`config.mk`:
```
export PLATFORM = sky130hd
export DESIGN_NAME = pvsel_core
export DESIGN_NICKNAME = d
export VERILOG_FILES = /design/src/rtl/pvsel_pkg.sv /design/src/rtl/pvsel_ctrl.sv /design/src/rtl/pvsel_pick.sv /design/src/rtl/pvsel_mask.sv /design/src/rtl/pvsel_core.sv
export SDC_FILE = /design/constraint.sdc
export NUM_CORES = 1
export LEC_CHECK = 0
export ABC_AREA = 1
export BUFFER_PORTS_ARGS = -buffer_cell sky130_fd_sc_hd__buf_4
export CAP_MARGIN = 25
export CORE_AREA = 2 2 265 267
export CTS_BUF_LIST = sky130_fd_sc_hd__clkbuf_8
export CTS_CLUSTER_DIAMETER = 60
export DETAILED_ROUTE_END_ITERATION = 6
export DIE_AREA = 0 0 267 269
export PLACE_DENSITY = 0.55
export SETUP_SLACK_MARGIN = 0.02
export SYNTH_ARGS = -nofsm -noshare
export SYNTH_HDL_FRONTEND = slang
export SYNTH_SLANG_ARGS = --single-unit
```
`constraint.sdc`:
```
create_clock -name clk -period 13.15 [get_ports clk]
set_clock_uncertainty 0.2 [all_clocks]
set_input_delay 1.9725 -clock clk [delete_from_list [all_inputs] [get_ports clk]]
set_output_delay 1.9725 -clock clk [all_outputs]
set_load 0.02 [all_outputs]
```
`src/rtl/pvsel_pkg.sv`:
```
package pvsel_pkg;
  typedef enum logic [1:0] {
    ST_IDLE = 2'd0,
    ST_RUN  = 2'd1,
    ST_FIN  = 2'd2
  } seq_state_t;
endpackage

```
`src/rtl/pvsel_ctrl.sv`:
```
module pvsel_ctrl
  import pvsel_pkg::*;
#(
  parameter int ELEMS = 64,
  localparam int IDX_W = $clog2(ELEMS),
  localparam int VL_W  = $clog2(ELEMS + 1)
) (
  input  logic             clk,
  input  logic             rst_n,
  input  logic             start_i,
  input  logic             vec_i,
  input  logic [VL_W-1:0]  vlen_i,
  output logic             load_o,
  output logic             run_o,
  output logic             done_o,
  output logic [IDX_W-1:0] idx_o
);

  seq_state_t       state_q, state_d;
  logic [IDX_W-1:0] idx_q, idx_d, last_q, last_d;
  logic             idx_en;
  logic [VL_W-1:0]  cnt;

  assign load_o = start_i && (state_q == ST_IDLE);

  always_comb begin
    if (!vec_i)
      cnt = VL_W'(1);
    else if (vlen_i > VL_W'(ELEMS))
      cnt = VL_W'(ELEMS);
    else
      cnt = vlen_i;
    last_d = IDX_W'(cnt - VL_W'(1));
  end

  always_comb begin
    state_d = state_q;
    idx_d   = idx_q;
    idx_en  = 1'b0;
    case (state_q)
      ST_IDLE: begin
        if (start_i) begin
          idx_d   = '0;
          idx_en  = 1'b1;
          state_d = (cnt == '0) ? ST_FIN : ST_RUN;
        end
      end
      ST_RUN: begin
        if (idx_q == last_q) begin
          state_d = ST_FIN;
        end else begin
          idx_d  = idx_q + IDX_W'(1);
          idx_en = 1'b1;
        end
      end
      ST_FIN:  state_d = ST_IDLE;
      default: state_d = ST_IDLE;
    endcase
  end

  always_ff @(posedge clk or negedge rst_n) begin
    if (!rst_n) begin
      state_q <= ST_IDLE;
      idx_q   <= '0;
      last_q  <= '0;
    end else begin
      state_q <= state_d;
      if (idx_en) idx_q  <= idx_d;
      if (load_o) last_q <= last_d;
    end
  end

  assign run_o  = (state_q == ST_RUN);
  assign done_o = (state_q == ST_FIN);
  assign idx_o  = idx_q;

  AST_IDX_STEP: assert property (@(posedge clk) disable iff (!rst_n)
    (run_o && $past(run_o)) |-> (idx_o == $past(idx_o) + IDX_W'(1)));

  AST_RUN_FROM_ZERO: assert property (@(posedge clk) disable iff (!rst_n)
    $rose(run_o) |-> (idx_o == '0));

endmodule

```
`src/rtl/pvsel_pick.sv`:
```
module pvsel_pick #(
  parameter int ELEMS   = 64,
  parameter int FIELD_W = 4,
  parameter int XLEN    = 64,
  parameter int REGN_W  = 5,
  localparam int IDX_W  = $clog2(ELEMS),
  localparam int CVEC_W = ELEMS * FIELD_W,
  localparam int BASE_W = $clog2(CVEC_W)
) (
  input  logic              clk,
  input  logic              load_i,
  input  logic [CVEC_W-1:0] cond_i,
  input  logic [BASE_W-1:0] base_i,
  input  logic [REGN_W-1:0] ra_num_i,
  input  logic [IDX_W-1:0]  idx_i,
  input  logic [XLEN-1:0]   ra_data_i,
  input  logic [XLEN-1:0]   rb_data_i,
  output logic              cbit_o,
  output logic              ra_zero_o,
  output logic [XLEN-1:0]   data_o
);

  logic [CVEC_W-1:0] cond_q;
  logic [BASE_W-1:0] base_q;
  logic [REGN_W-1:0] ra_num_q;
  logic [BASE_W-1:0] offset;
  logic [BASE_W-1:0] pos;

  always_ff @(posedge clk) begin
    if (load_i) begin
      cond_q   <= cond_i;
      base_q   <= base_i;
      ra_num_q <= ra_num_i;
    end
  end

  always_comb begin
    offset    = BASE_W'(idx_i) * BASE_W'(FIELD_W);
    pos       = base_q + offset;
    cbit_o    = cond_q[pos];
    ra_zero_o = (ra_num_q == '0);
    if (!cbit_o)
      data_o = rb_data_i;
    else if (ra_zero_o)
      data_o = '0;
    else
      data_o = ra_data_i;
  end

endmodule

```
`src/rtl/pvsel_mask.sv`:
```
module pvsel_mask #(
  parameter int ELEMS = 64,
  localparam int IDX_W = $clog2(ELEMS)
) (
  input  logic             clk,
  input  logic             rst_n,
  input  logic             load_i,
  input  logic             pred_en_i,
  input  logic [ELEMS-1:0] pmask_i,
  input  logic             mode_i,
  input  logic [ELEMS-1:0] prior_i,
  input  logic             run_i,
  input  logic [IDX_W-1:0] idx_i,
  input  logic             cbit_i,
  output logic             active_o,
  output logic             mode_o,
  output logic [ELEMS-1:0] mask_o
);

  logic             pen_q, mode_q, mask_en;
  logic [ELEMS-1:0] pmask_q, mask_q, mask_d;

  assign active_o = !pen_q || pmask_q[idx_i];
  assign mode_o   = mode_q;

  always_comb begin
    mask_en = 1'b0;
    mask_d  = mask_q;
    if (load_i) begin
      mask_en = 1'b1;
      mask_d  = prior_i;
    end else if (run_i && active_o && mode_q) begin
      mask_en        = 1'b1;
      mask_d[idx_i]  = cbit_i;
    end
  end

  always_ff @(posedge clk or negedge rst_n) begin
    if (!rst_n) begin
      pen_q   <= 1'b0;
      mode_q  <= 1'b0;
      pmask_q <= '0;
      mask_q  <= '0;
    end else begin
      if (load_i) begin
        pen_q   <= pred_en_i;
        mode_q  <= mode_i;
        pmask_q <= pmask_i;
      end
      if (mask_en) mask_q <= mask_d;
    end
  end

  assign mask_o = mask_q;

  AST_NORMAL_MASK_HOLD: assert property (@(posedge clk) disable iff (!rst_n)
    (run_i && !mode_q) |=> $stable(mask_q));

  AST_SKIP_MASK_HOLD: assert property (@(posedge clk) disable iff (!rst_n)
    (run_i && !active_o) |=> $stable(mask_q));

endmodule

```
`src/rtl/pvsel_core.sv`:
```
module pvsel_core #(
  parameter int ELEMS   = 64,
  parameter int FIELD_W = 4,
  parameter int XLEN    = 64,
  parameter int REGN_W  = 5,
  localparam int IDX_W  = $clog2(ELEMS),
  localparam int VL_W   = $clog2(ELEMS + 1),
  localparam int CVEC_W = ELEMS * FIELD_W,
  localparam int BASE_W = $clog2(CVEC_W)
) (
  input  logic              clk,
  input  logic              rst_n,
  input  logic              start_i,
  input  logic [VL_W-1:0]   vlen_i,
  input  logic              vec_i,
  input  logic              pred_en_i,
  input  logic [ELEMS-1:0]  pmask_i,
  input  logic [BASE_W-1:0] base_i,
  input  logic [CVEC_W-1:0] cond_i,
  input  logic [REGN_W-1:0] ra_num_i,
  input  logic [XLEN-1:0]   ra_data_i,
  input  logic [XLEN-1:0]   rb_data_i,
  input  logic              mode_i,
  input  logic [ELEMS-1:0]  prior_i,
  output logic              wr_en_o,
  output logic [IDX_W-1:0]  wr_idx_o,
  output logic [XLEN-1:0]   wr_data_o,
  output logic [ELEMS-1:0]  mask_o,
  output logic              done_o
);

  logic             load, run, cbit, ra_zero, active, mode_q;
  logic [IDX_W-1:0] idx;

  pvsel_ctrl #(.ELEMS(ELEMS)) u_ctrl (
    .clk(clk), .rst_n(rst_n), .start_i(start_i), .vec_i(vec_i),
    .vlen_i(vlen_i), .load_o(load), .run_o(run), .done_o(done_o),
    .idx_o(idx)
  );

  pvsel_pick #(.ELEMS(ELEMS), .FIELD_W(FIELD_W), .XLEN(XLEN),
               .REGN_W(REGN_W)) u_pick (
    .clk(clk), .load_i(load), .cond_i(cond_i), .base_i(base_i),
    .ra_num_i(ra_num_i), .idx_i(idx), .ra_data_i(ra_data_i),
    .rb_data_i(rb_data_i), .cbit_o(cbit), .ra_zero_o(ra_zero),
    .data_o(wr_data_o)
  );

  pvsel_mask #(.ELEMS(ELEMS)) u_mask (
    .clk(clk), .rst_n(rst_n), .load_i(load), .pred_en_i(pred_en_i),
    .pmask_i(pmask_i), .mode_i(mode_i), .prior_i(prior_i), .run_i(run),
    .idx_i(idx), .cbit_i(cbit), .active_o(active), .mode_o(mode_q),
    .mask_o(mask_o)
  );

  assign wr_en_o  = run && active && !mode_q;
  assign wr_idx_o = idx;

  AST_DONE_SINGLE: assert property (@(posedge clk) disable iff (!rst_n)
    done_o |=> !done_o);

  AST_NO_WR_AT_DONE: assert property (@(posedge clk) disable iff (!rst_n)
    done_o |-> !wr_en_o);

  AST_RA_ZERO: assert property (@(posedge clk) disable iff (!rst_n)
    (wr_en_o && cbit && ra_zero) |-> (wr_data_o == '0));

  AST_MASK_AFTER_DONE: assert property (@(posedge clk) disable iff (!rst_n)
    done_o |=> $stable(mask_o));

endmodule

```
---- Word-level counts from Yosys, hierarchy flattened ----
Index checks and enable logic that the tools add are counted.
cells by class
  add/sub/neg operators ................... 3
  $lt $le $gt $ge ......................... 4
  equal/unequal tests ..................... 6
  muxes and demuxes ....................... 25
  reductions and logical operators ........ 16
operators with widths
  operator             number
  $mux 64              4
  $bwmux 64            1
  $mux 7               2
  $mux 6               2
  $pmux 6 s2           1
  $lt 8x9->1 const B   1
  $add 8x8->8          1
  $bmux 1 s8           1
  $gt 7x7->1 const B   1
  $logic_not 7->1      1
  $lt 6x7->1 const B   1
  $mux 1               7
  $add 6x1->6 const B  1
  $bmux 1 s6           1
  $demux 1 s6          1
  $eq 6x6->1           1
  $ge 6x1->1 const B   1
  $mux 2               3
  $ne 2x2->1 const B   3
  $sub 6x1->6 const B  1
  $logic_and 1x1->1    5
  $logic_not 5->1      1
  $pmux 2 s2           1
  $reduce_and 2->1     2
  other kinds (8)      10
word-level totals
  bits in registers ....................... 413
  output and inout port bits .............. 136
  logic and storage cells ................. 64

---- Longest topological paths before layout ----
Gate-level depths: netlist of run 1.
  depth after elaboration ................. 8
  mapped depth ............................ 18
  depth with buffers taken out ............ 15

---- Modules after synthesis ----
A second synthesis of run 1 with hierarchy kept.
second synthesis, totals
  cells, all modules ...................... 2417
  area, all modules ....................... 20915.1 µm²
modules (own cells, without submodules)
  module      instances  cells an instance  area an instance (µm²)  sequential area each (µm²)
  pvsel_pick  1          1274               12574.6                 8077.7
  pvsel_mask  1          1008               7355.8                  3253.1
  pvsel_ctrl  1          133                974.7                   350.3
  pvsel_core  1          2                  10.0                    0.0

---- Worst setup path after synthesis of run 1 ----
OpenSTA, ideal clock, no wires.
  path kind ............................... input-to-reg
  start point ............................. input port start_i
  end point ............................... register u_pick.base_q[0] (enable)
  setup time .............................. 0.738 ns
  data arrival time ....................... 9.709 ns
  data required time ...................... 12.212 ns
  setup slack ............................. 2.503 ns
  stages on the path ...................... 3
  cells stage by stage .................... nand2_1 inv_2 clkbuf_1
on the way
  cells in the longest elaborated chain, start to end .. 1
ends and longest elaborated chain
  item                    RTL line          source
  start: declaration      pvsel_core.sv:13  input logic start_i,
  $logic_and 1x1->1       pvsel_ctrl.sv:24  assign load_o = start_i && (state_q == ST_IDLE);
  via load                pvsel_core.sv:32  logic load, run, cbit, ra_zero, active, mode_q;
  end signal: assignment  pvsel_pick.sv:32  base_q <= base_i;
  end: declaration        pvsel_pick.sv:24  logic [BASE_W-1:0] base_q;
The timed path passes the listed nets, and every way through them passes these cells.
A chain may end at the register's enable or synchronous reset.

---- Final worst setup path of run 1 ----
  start point ............................. register u_ctrl.idx_q[1] (netlist: u_ctrl.idx_o[1])
  end point ............................... output port wr_data_o[50]
on the way
  cells in the longest elaborated chain, start to end .. 4
ends and longest elaborated chain
  item                          RTL line          source
  start: declaration            pvsel_ctrl.sv:20  logic [IDX_W-1:0] idx_q, idx_d, last_q, last_d;
  start signal: assignment      pvsel_ctrl.sv:68  if (idx_en) idx_q <= idx_d;
  $add 8x8->8                   pvsel_pick.sv:39  pos = base_q + offset;
  $bmux 1 s8                    pvsel_pick.sv:40  cbit_o = cond_q[pos];
  $mux 1 (implied by the code)  pvsel_pick.sv:40
  $mux 64                       pvsel_pick.sv:42  if (!cbit_o)
  end: declaration              pvsel_core.sv:27  output logic [XLEN-1:0] wr_data_o,
Every way passes these cells. The select of a mux whose other input is x is not followed.

==> results of run 1 <==
[flip-flops by register name, indices dropped and copies added, names as in the netlist]
name,count
u_mask.pmask_q,64
u_mask.mask_o,64
u_ctrl.state_q,2
u_pick.base_q,8
u_ctrl.last_q,6
u_ctrl.idx_o,6
u_pick.cond_q,256
u_mask.mode_o,1
u_mask.pen_q,1
u_pick.ra_num_q,5
[synth_stat cells (2+ instances only)]
cell type  instances  area, um^2
buf_6             11         124
nand3_1          238        1190
buf_1             14        52.6
nand2_1          939        3520
clkinv_1           3        11.3
xor2_1             9        78.8
edfxtp_1         269        8080
o211ai_1          25         188
o21ai_1            8        40.0
clkbuf_1          60         225
nand3_2            2        20.0
o21ai_0           34         170
nor2_1           286        1070
inv_2              4        15.0
ha_1               7        87.6
nand4_1           68         425
dfrtp_1          144        3600
a21oi_1           76         380
nor3_1            13        65.1
xnor2_1            2        17.5
buf_2             39         195
buf_8              9         135
inv_1            345        1290
buf_4             17         128
[routing by layer]
metal  GRT usage (%)  up-vias  wire length (um)  part of all wire [%]
met5               0        -                69                 0.079
met4            12.4       10              3920                   4.5
met3            5.21      166              5900                   6.8
met2            38.9      709             42900                    49
met1            27.8     9188             34100                    39
li1                -     9577                 -                     -
[power groups by stage]
| stage | Combinational (mW) | Sequential, mW | Clock (mW) |
|---|---|---|---|
| detailed placement | 3.93 | 2.03 | 0 |
| CTS | 3.95 | 2.01 | 1.23 |
| global placement | 3.94 | 2.03 | 0 |
| finish | 3.92 | 2.01 | 1.18 |
| floorplan | 2.43 | 2.18 | 0 |
| global route | 4.26 | 2.06 | 1.28 |
[metrics by stage]
| step | cells | setup slack (ns) | cell area (um^2) |
|---|---|---|---|
| 4_1_cts | 4240 | 4.13 | 28200 |
| 3_3_place_gp | 4113 | 5.14 | 26800 |
| 3_5_place_dp | 4113 | 4.90 | 26800 |
| 5_1_grt | 4256 | 3.71 | 28200 |
| 2_1_floorplan | 2633 | 2.50 | 21200 |
| 6_report | 4257 | 4.28 | 28200 |
[logic make-up (layout without fill, tap and decap cells)]
logic type,count (synthesis),after routing,share of synthesized area (%)
adder cells (fa/ha/maj),8,8,0.507
buffers and inverters,503,1171,10.4
other,0,16,0
AND/OR/NAND/NOR,1551,1551,29.8
AO/OA/AOI/OAI,146,146,3.77
XOR/XNOR,12,12,0.530
flip-flops,413,413,55.0
[worst register-to-register path, cell delays in order (launching register included)]
cell	delay (ns)
dfrtp_1	0.92
inv_1	0.62
fa_1	1.17
inv_1	0.47
nand3_1	0.21
nand2_1	0.07
nand2_1	0.06
nand3_1	0.08
nand3_1	0.13
nand3_2	0.10
buf_4	0.35
nand2_4	0.55
buf_4	0.90
nand2_1	0.19
nand2_1	0.10
[final cells by class]
| cell class | instances | share of cell area, % |
|---|---|---|
| Antenna cell | 16 | 0.142 |
| Clock buffer | 85 | 4.14 |
| Clock inverter | 42 | 0.824 |
| Inverter | 352 | 4.71 |
| Multi-Input combinational cell | 1717 | 26.2 |
| Sequential cell | 413 | 41.4 |
| Tap cell | 940 | 4.16 |
| Timing Repair Buffer | 692 | 18.5 |
[final timing paths]
kind                                                  endpoint  slack (ns)
min in group asynchronous        u_mask.mask_o[44]$_DFFE_PN0P_        1.14
worst max register to register   u_mask.mask_o[19]$_DFFE_PN0P_        6.99
max in group asynchronous          u_ctrl.idx_o[0]$_DFFE_PN0P_       10.17
worst min register to register  u_mask.pmask_q[56]$_DFFE_PN0P_        0.28
worst max-delay path                             wr_data_o[50]        4.28
worst min-delay path            u_mask.pmask_q[56]$_DFFE_PN0P_        0.28
==> results.cfg, run 1 <==
[outcome]
status = finished clean

[critical_path]
cp_slowest_cell = fa_1
timing.rr.start = u_ctrl.idx_o[1]$_DFFE_PN0P_
crit_cells = 15
slowest_delay_ns = 1.17
ff2ff_path_depth = 14
path_delay_family = buffers and inverters
start_kind = flop
worstSetupPathType = flop to primary output
cp-startpoint = u_ctrl.idx_o[1]$_DFFE_PN0P_
crit_required_ns = 10.98
path_common_cell = nand2_1
path_buf_inv = 5
path_max_fanout = 87
arrival_ns = 6.70
critPathCaptureType = primary output
crit_chain = inv_1 -> fa_1 -> inv_1 -> nand3_1 -> nand2_1 -> nand2_1 -> nand3_1 -> nand3_1 -> nand3_2 -> buf_4 -> nand2_4 -> buf_4 -> nand2_1 -> nand2_1 -> buf_4

[synth]
syn_nets = 3179
async_reset_ff_share_pct = 34.9
synth_edf_count = 269
postSynthAreaPerCell_um2 = 8.06
synthCells = 2633
ys_ff_latch = 413
ys_seq_area_share_pct = 55.0
synth_ff_type = edfxtp_1
synth_cell_types = 35
ys_warn_count = 0
syn_area_mm2 = 0.0212

[route]
finalWirelength_mm = 86.9
first_pass_iters = 7
drtIter0Drc = 1464
drtAntennaViolNets = 0
avgRoutedWirePerCell_um = 20.4
via_per_inst = 4.62
drc_errors = 0
vias = 19700

[finish]
nNetsFinal = 3799
drive_above_1_share_pct = 24.4
final_common_cell = nand2_1
regArea_mm2 = 0.0117
final_util_pct = 40.8
multi_input_area_mm2 = 0.00739
mostFrequentLayoutCells = 937 x nand2_1, 689 x buf_4, 365 x inv_1, 285 x nor2_1, 269 x edfxtp_1
fill_cells = 7182
area_growth_pct = 33.0

[sta]
fmax_mhz = 113
finalSetupViolations = 0
min_period_ns = 8.87
slew_headroom_pct = 28.9
timing.hold.ws_ns = 0.278
grt_setup_unrepaired = no
fin_crit_sh_pct = 67.4
setup_tns_ns = 0
hold_violations = 0
final-max-slew-violation-count = 0
worst_pin_slew_ns = 1.07

[clock_tree]
cts_htree_levels = 3
clockBufferDepth = 3
cts_setup_buffers = 0
ctsHoldBuffers = 0
cts_tree = done
cts_buffers = 77
clk_root_buffer_cell = clkbuf_8
insertion_delay_ns = 0.64
ctsResizeCount = 0
clock_sinks = 413
clkSlewWorstSetupHoldPaths_ns = 0.05

[die]
num_rows = 97
io_pins = 674
core_area_mm2 = 0.0693
die_x_um = 267
start_util_pct = 30.6
die_area_mm2 = 0.0718
fp.dieH_um = 269

[power]
p_clk_share_pct = 16.6
total_power_mw = 7.12
power.switching_mw = 3.46
internal_power_mw = 3.66
power_density_mw_per_mm2 = 252
p_sw_share_pct = 48.7
p_leak_nw = 14.5
combPwrFrac_pct = 55.1
ir_drop_v = 0.000218
seqPwrFrac_pct = 28.3

[global_routing]
overflow = 0
first_global_vias = 18600
grt_start_max_net_pins = 176
grt_pass1_wl_mm = 122
grtUsageTotal_pct = 23.2
antenna_found_initial = 22

[hold_path]
hp-class = flop to flop
min-delay-start = u_mask.pmask_q[56]$_DFFE_PN0P_
hold_depth = 2

[placed_design]
place_congestion = 0.873
io_buffers = 673
hpwl_mm = 62.8

[run]
drv_cap = 0
(Power assumes the default switching activity.)
==> run 2: changes to the inputs <==
--- a/config.mk
+++ b/config.mk
@@ -8,12 +8,12 @@
 export ABC_AREA = 1
 export BUFFER_PORTS_ARGS = -buffer_cell sky130_fd_sc_hd__buf_4
 export CAP_MARGIN = 25
-export CORE_AREA = 2 2 265 267
+export CORE_AREA = 2 2 262 264
 export CTS_BUF_LIST = sky130_fd_sc_hd__clkbuf_8
 export CTS_CLUSTER_DIAMETER = 60
 export DETAILED_ROUTE_END_ITERATION = 6
-export DIE_AREA = 0 0 267 269
-export PLACE_DENSITY = 0.55
+export DIE_AREA = 0 0 264 266
+export PLACE_DENSITY = 0.58
 export SETUP_SLACK_MARGIN = 0.02
 export SYNTH_ARGS = -nofsm -noshare
 export SYNTH_HDL_FRONTEND = slang
==> constraint.sdc (replaced) <==
create_clock -name clk -period 7.94 [get_ports clk]
set_clock_uncertainty 0.2 [all_clocks]
set_input_delay 1.191 -clock clk [delete_from_list [all_inputs] [get_ports clk]]
set_output_delay 1.191 -clock clk [all_outputs]
set_load 0.02 [all_outputs]
==> results.cfg, run 2 (same netlist as run 1, synthesis figures left out) <==
[hold_path]
min-delay-start = u_mask.pmask_q[59]$_DFFE_PN0P_
hold_depth = 2
hp-class = flop to flop
hold_end = u_mask.pmask_q[59]$_DFFE_PN0P_

[clock_tree]
clockBufferDepth = 3
clock_sinks = 413
clk_root_buffer_cell = clkbuf_8
cts_htree_levels = 3
clkSlewWorstSetupHoldPaths_ns = 0.05
cts_tree = done
cts_buffers = 78
insertion_delay_ns = 0.65
ctsHoldBuffers = 0
cts_setup_buffers = 0
ctsResizeCount = 0

[power]
combPwrFrac_pct = 54.0
power.switching_mw = 5.51
seqPwrFrac_pct = 28.7
power_density_mw_per_mm2 = 411
p_leak_nw = 14.6
ir_drop_v = 0.000466
internal_power_mw = 6.11
p_sw_share_pct = 47.4
p_clk_share_pct = 17.4

[critical_path]
cp-startpoint = u_ctrl.idx_o[1]$_DFFE_PN0P_
ff2ff_path_depth = 12
arrival_ns = 5.27
worstSetupPathType = flop to primary output
start_kind = flop
crit_required_ns = 6.55
path_max_fanout = 86
critPathCaptureType = primary output
rrSetupSlack_ns = 2.69
timing.rr.start = u_ctrl.idx_o[1]$_DFFE_PN0P_
r2r-end = u_mask.mask_o[36]$_DFFE_PN0P_

[route]
drtAntennaViolNets = 0
finalWirelength_mm = 86.6
route.met3.wl_mm = 7.07
via_per_inst = 4.72
avgRoutedWirePerCell_um = 20.6
drtIter0Drc = 1793
m1WireLength_mm = 33.3
top_layer = met5
first_pass_iters = 5
wl_met2_mm = 42.0
drc_errors = 0
vias = 19900

[finish]
regArea_mm2 = 0.0117
area_growth_pct = 33.2
drive_above_1_share_pct = 24.2
nNetsFinal = 3804
fill_cells = 6965
final_common_cell = nand2_1
top_register = u_pick.cond_q
multi_input_area_mm2 = 0.00738
largest_reg_flops = 256
instances_no_fill = 4213
mostFrequentLayoutCells = 937 x nand2_1, 691 x buf_4, 379 x inv_1, 285 x nor2_1, 269 x edfxtp_1

[global_routing]
first_global_vias = 19200
grt_pass1_wl_mm = 125
grtUsageTotal_pct = 24.0
antenna_found_initial = 14
grt_start_max_net_pins = 206
overflow = 0

[sta]
timing.hold.ws_ns = 0.276
final-max-slew-violation-count = 0
fin_crit_sh_pct = 83.8
worst_pin_slew_ns = 1.25
finalSetupViolations = 0
grt_setup_unrepaired = no
setup_tns_ns = 0
slew_headroom_pct = 16.7
min_period_ns = 6.66
hold_violations = 0
fmax_mhz = 150

[die]
core_area_mm2 = 0.0677
num_rows = 96
die_area_mm2 = 0.0702
io_pins = 674
die_x_um = 264
fp.dieH_um = 266
start_util_pct = 31.3

[run]
drv_cap = 0

[outcome]
status = finished clean

[placed_design]
hpwl_mm = 62.7
place_congestion = 0.915
io_buffers = 673
dpl.cell_count = 4058
==> run 2: cell types whose count changed in the layout (fill, tap and decap cells not counted), moves of 2 or more <==
cell	delta
diode_2	-6
buf_4	+2
clkinv_1	+6
clkbuf_8	-4
clkinv_2	-2
bufinv_16	+2
inv_1	+14
==> run 2: how the worst max path moves through the flow <==
stage                                  to
2_1_floorplan  u_pick.base_q[0]$_DFFE_PP_
3_5_place_dp                 wr_data_o[4]
6_report                    wr_data_o[58]
5_1_grt                     wr_data_o[44]
4_1_cts                      wr_data_o[7]
3_3_place_gp                 wr_data_o[6]
==> run 2: power by group through the flow <==
stage | Clock (mW) | Sequential [mW] | Combinational, mW
after floorplan | 0 | 3.54 | 4.02
after global placement | 0 | 3.35 | 6.22
after detailed placement | 0 | 3.36 | 6.25
after CTS | 2.07 | 3.33 | 6.27
after global routing | 2.16 | 3.40 | 6.82
final | 2.02 | 3.33 | 6.27
==> run 2: routing by layer <==
metal | GRT usage (%) | up-vias
met3 | 6.28 | 179
li1 | - | 9594
met5 | 0 | -
met2 | 40.4 | 816
met1 | 28.5 | 9294
met4 | 11.6 | 10
==> run 2: worst max-delay path, stage by stage (launching register included) <==
cell,delay [ns]
dfrtp_1,0.91
inv_1,0.64
fa_1,0.64
xnor2_2,0.45
inv_1,0.26
nand3_1,0.15
nand3_1,0.07
nand3_1,0.13
nand3_2,0.11
nand2_4,0.66
nand2_1,0.15
nand2_1,0.12
buf_4,0.14
==> run 2: stage by stage <==
stage / total power [mW] / setup slack (ns) / util, % / area, um^2
after floorplan: 7.56 / 2.22 / - / 21200
after global placement: 9.57 / 1.96 / 39.5 / 26700
after detailed placement: 9.61 / 1.89 / 39.5 / 26700
after CTS: 11.7 / 1.11 / 41.6 / 28200
after global routing: 12.4 / 0.796 / 41.7 / 28300
final: 11.6 / 1.28 / 41.7 / 28300
==> run 2: cell type report <==
type | count | area share, %
inverters | 352 | 4.71
well taps | 882 | 3.90
repair buffers | 696 | 18.7
diodes | 10 | 0.0885
flip-flops and latches | 413 | 41.3
clock buffers | 81 | 3.94
clock inverters | 62 | 1.25
multi-input cells | 1717 | 26.1
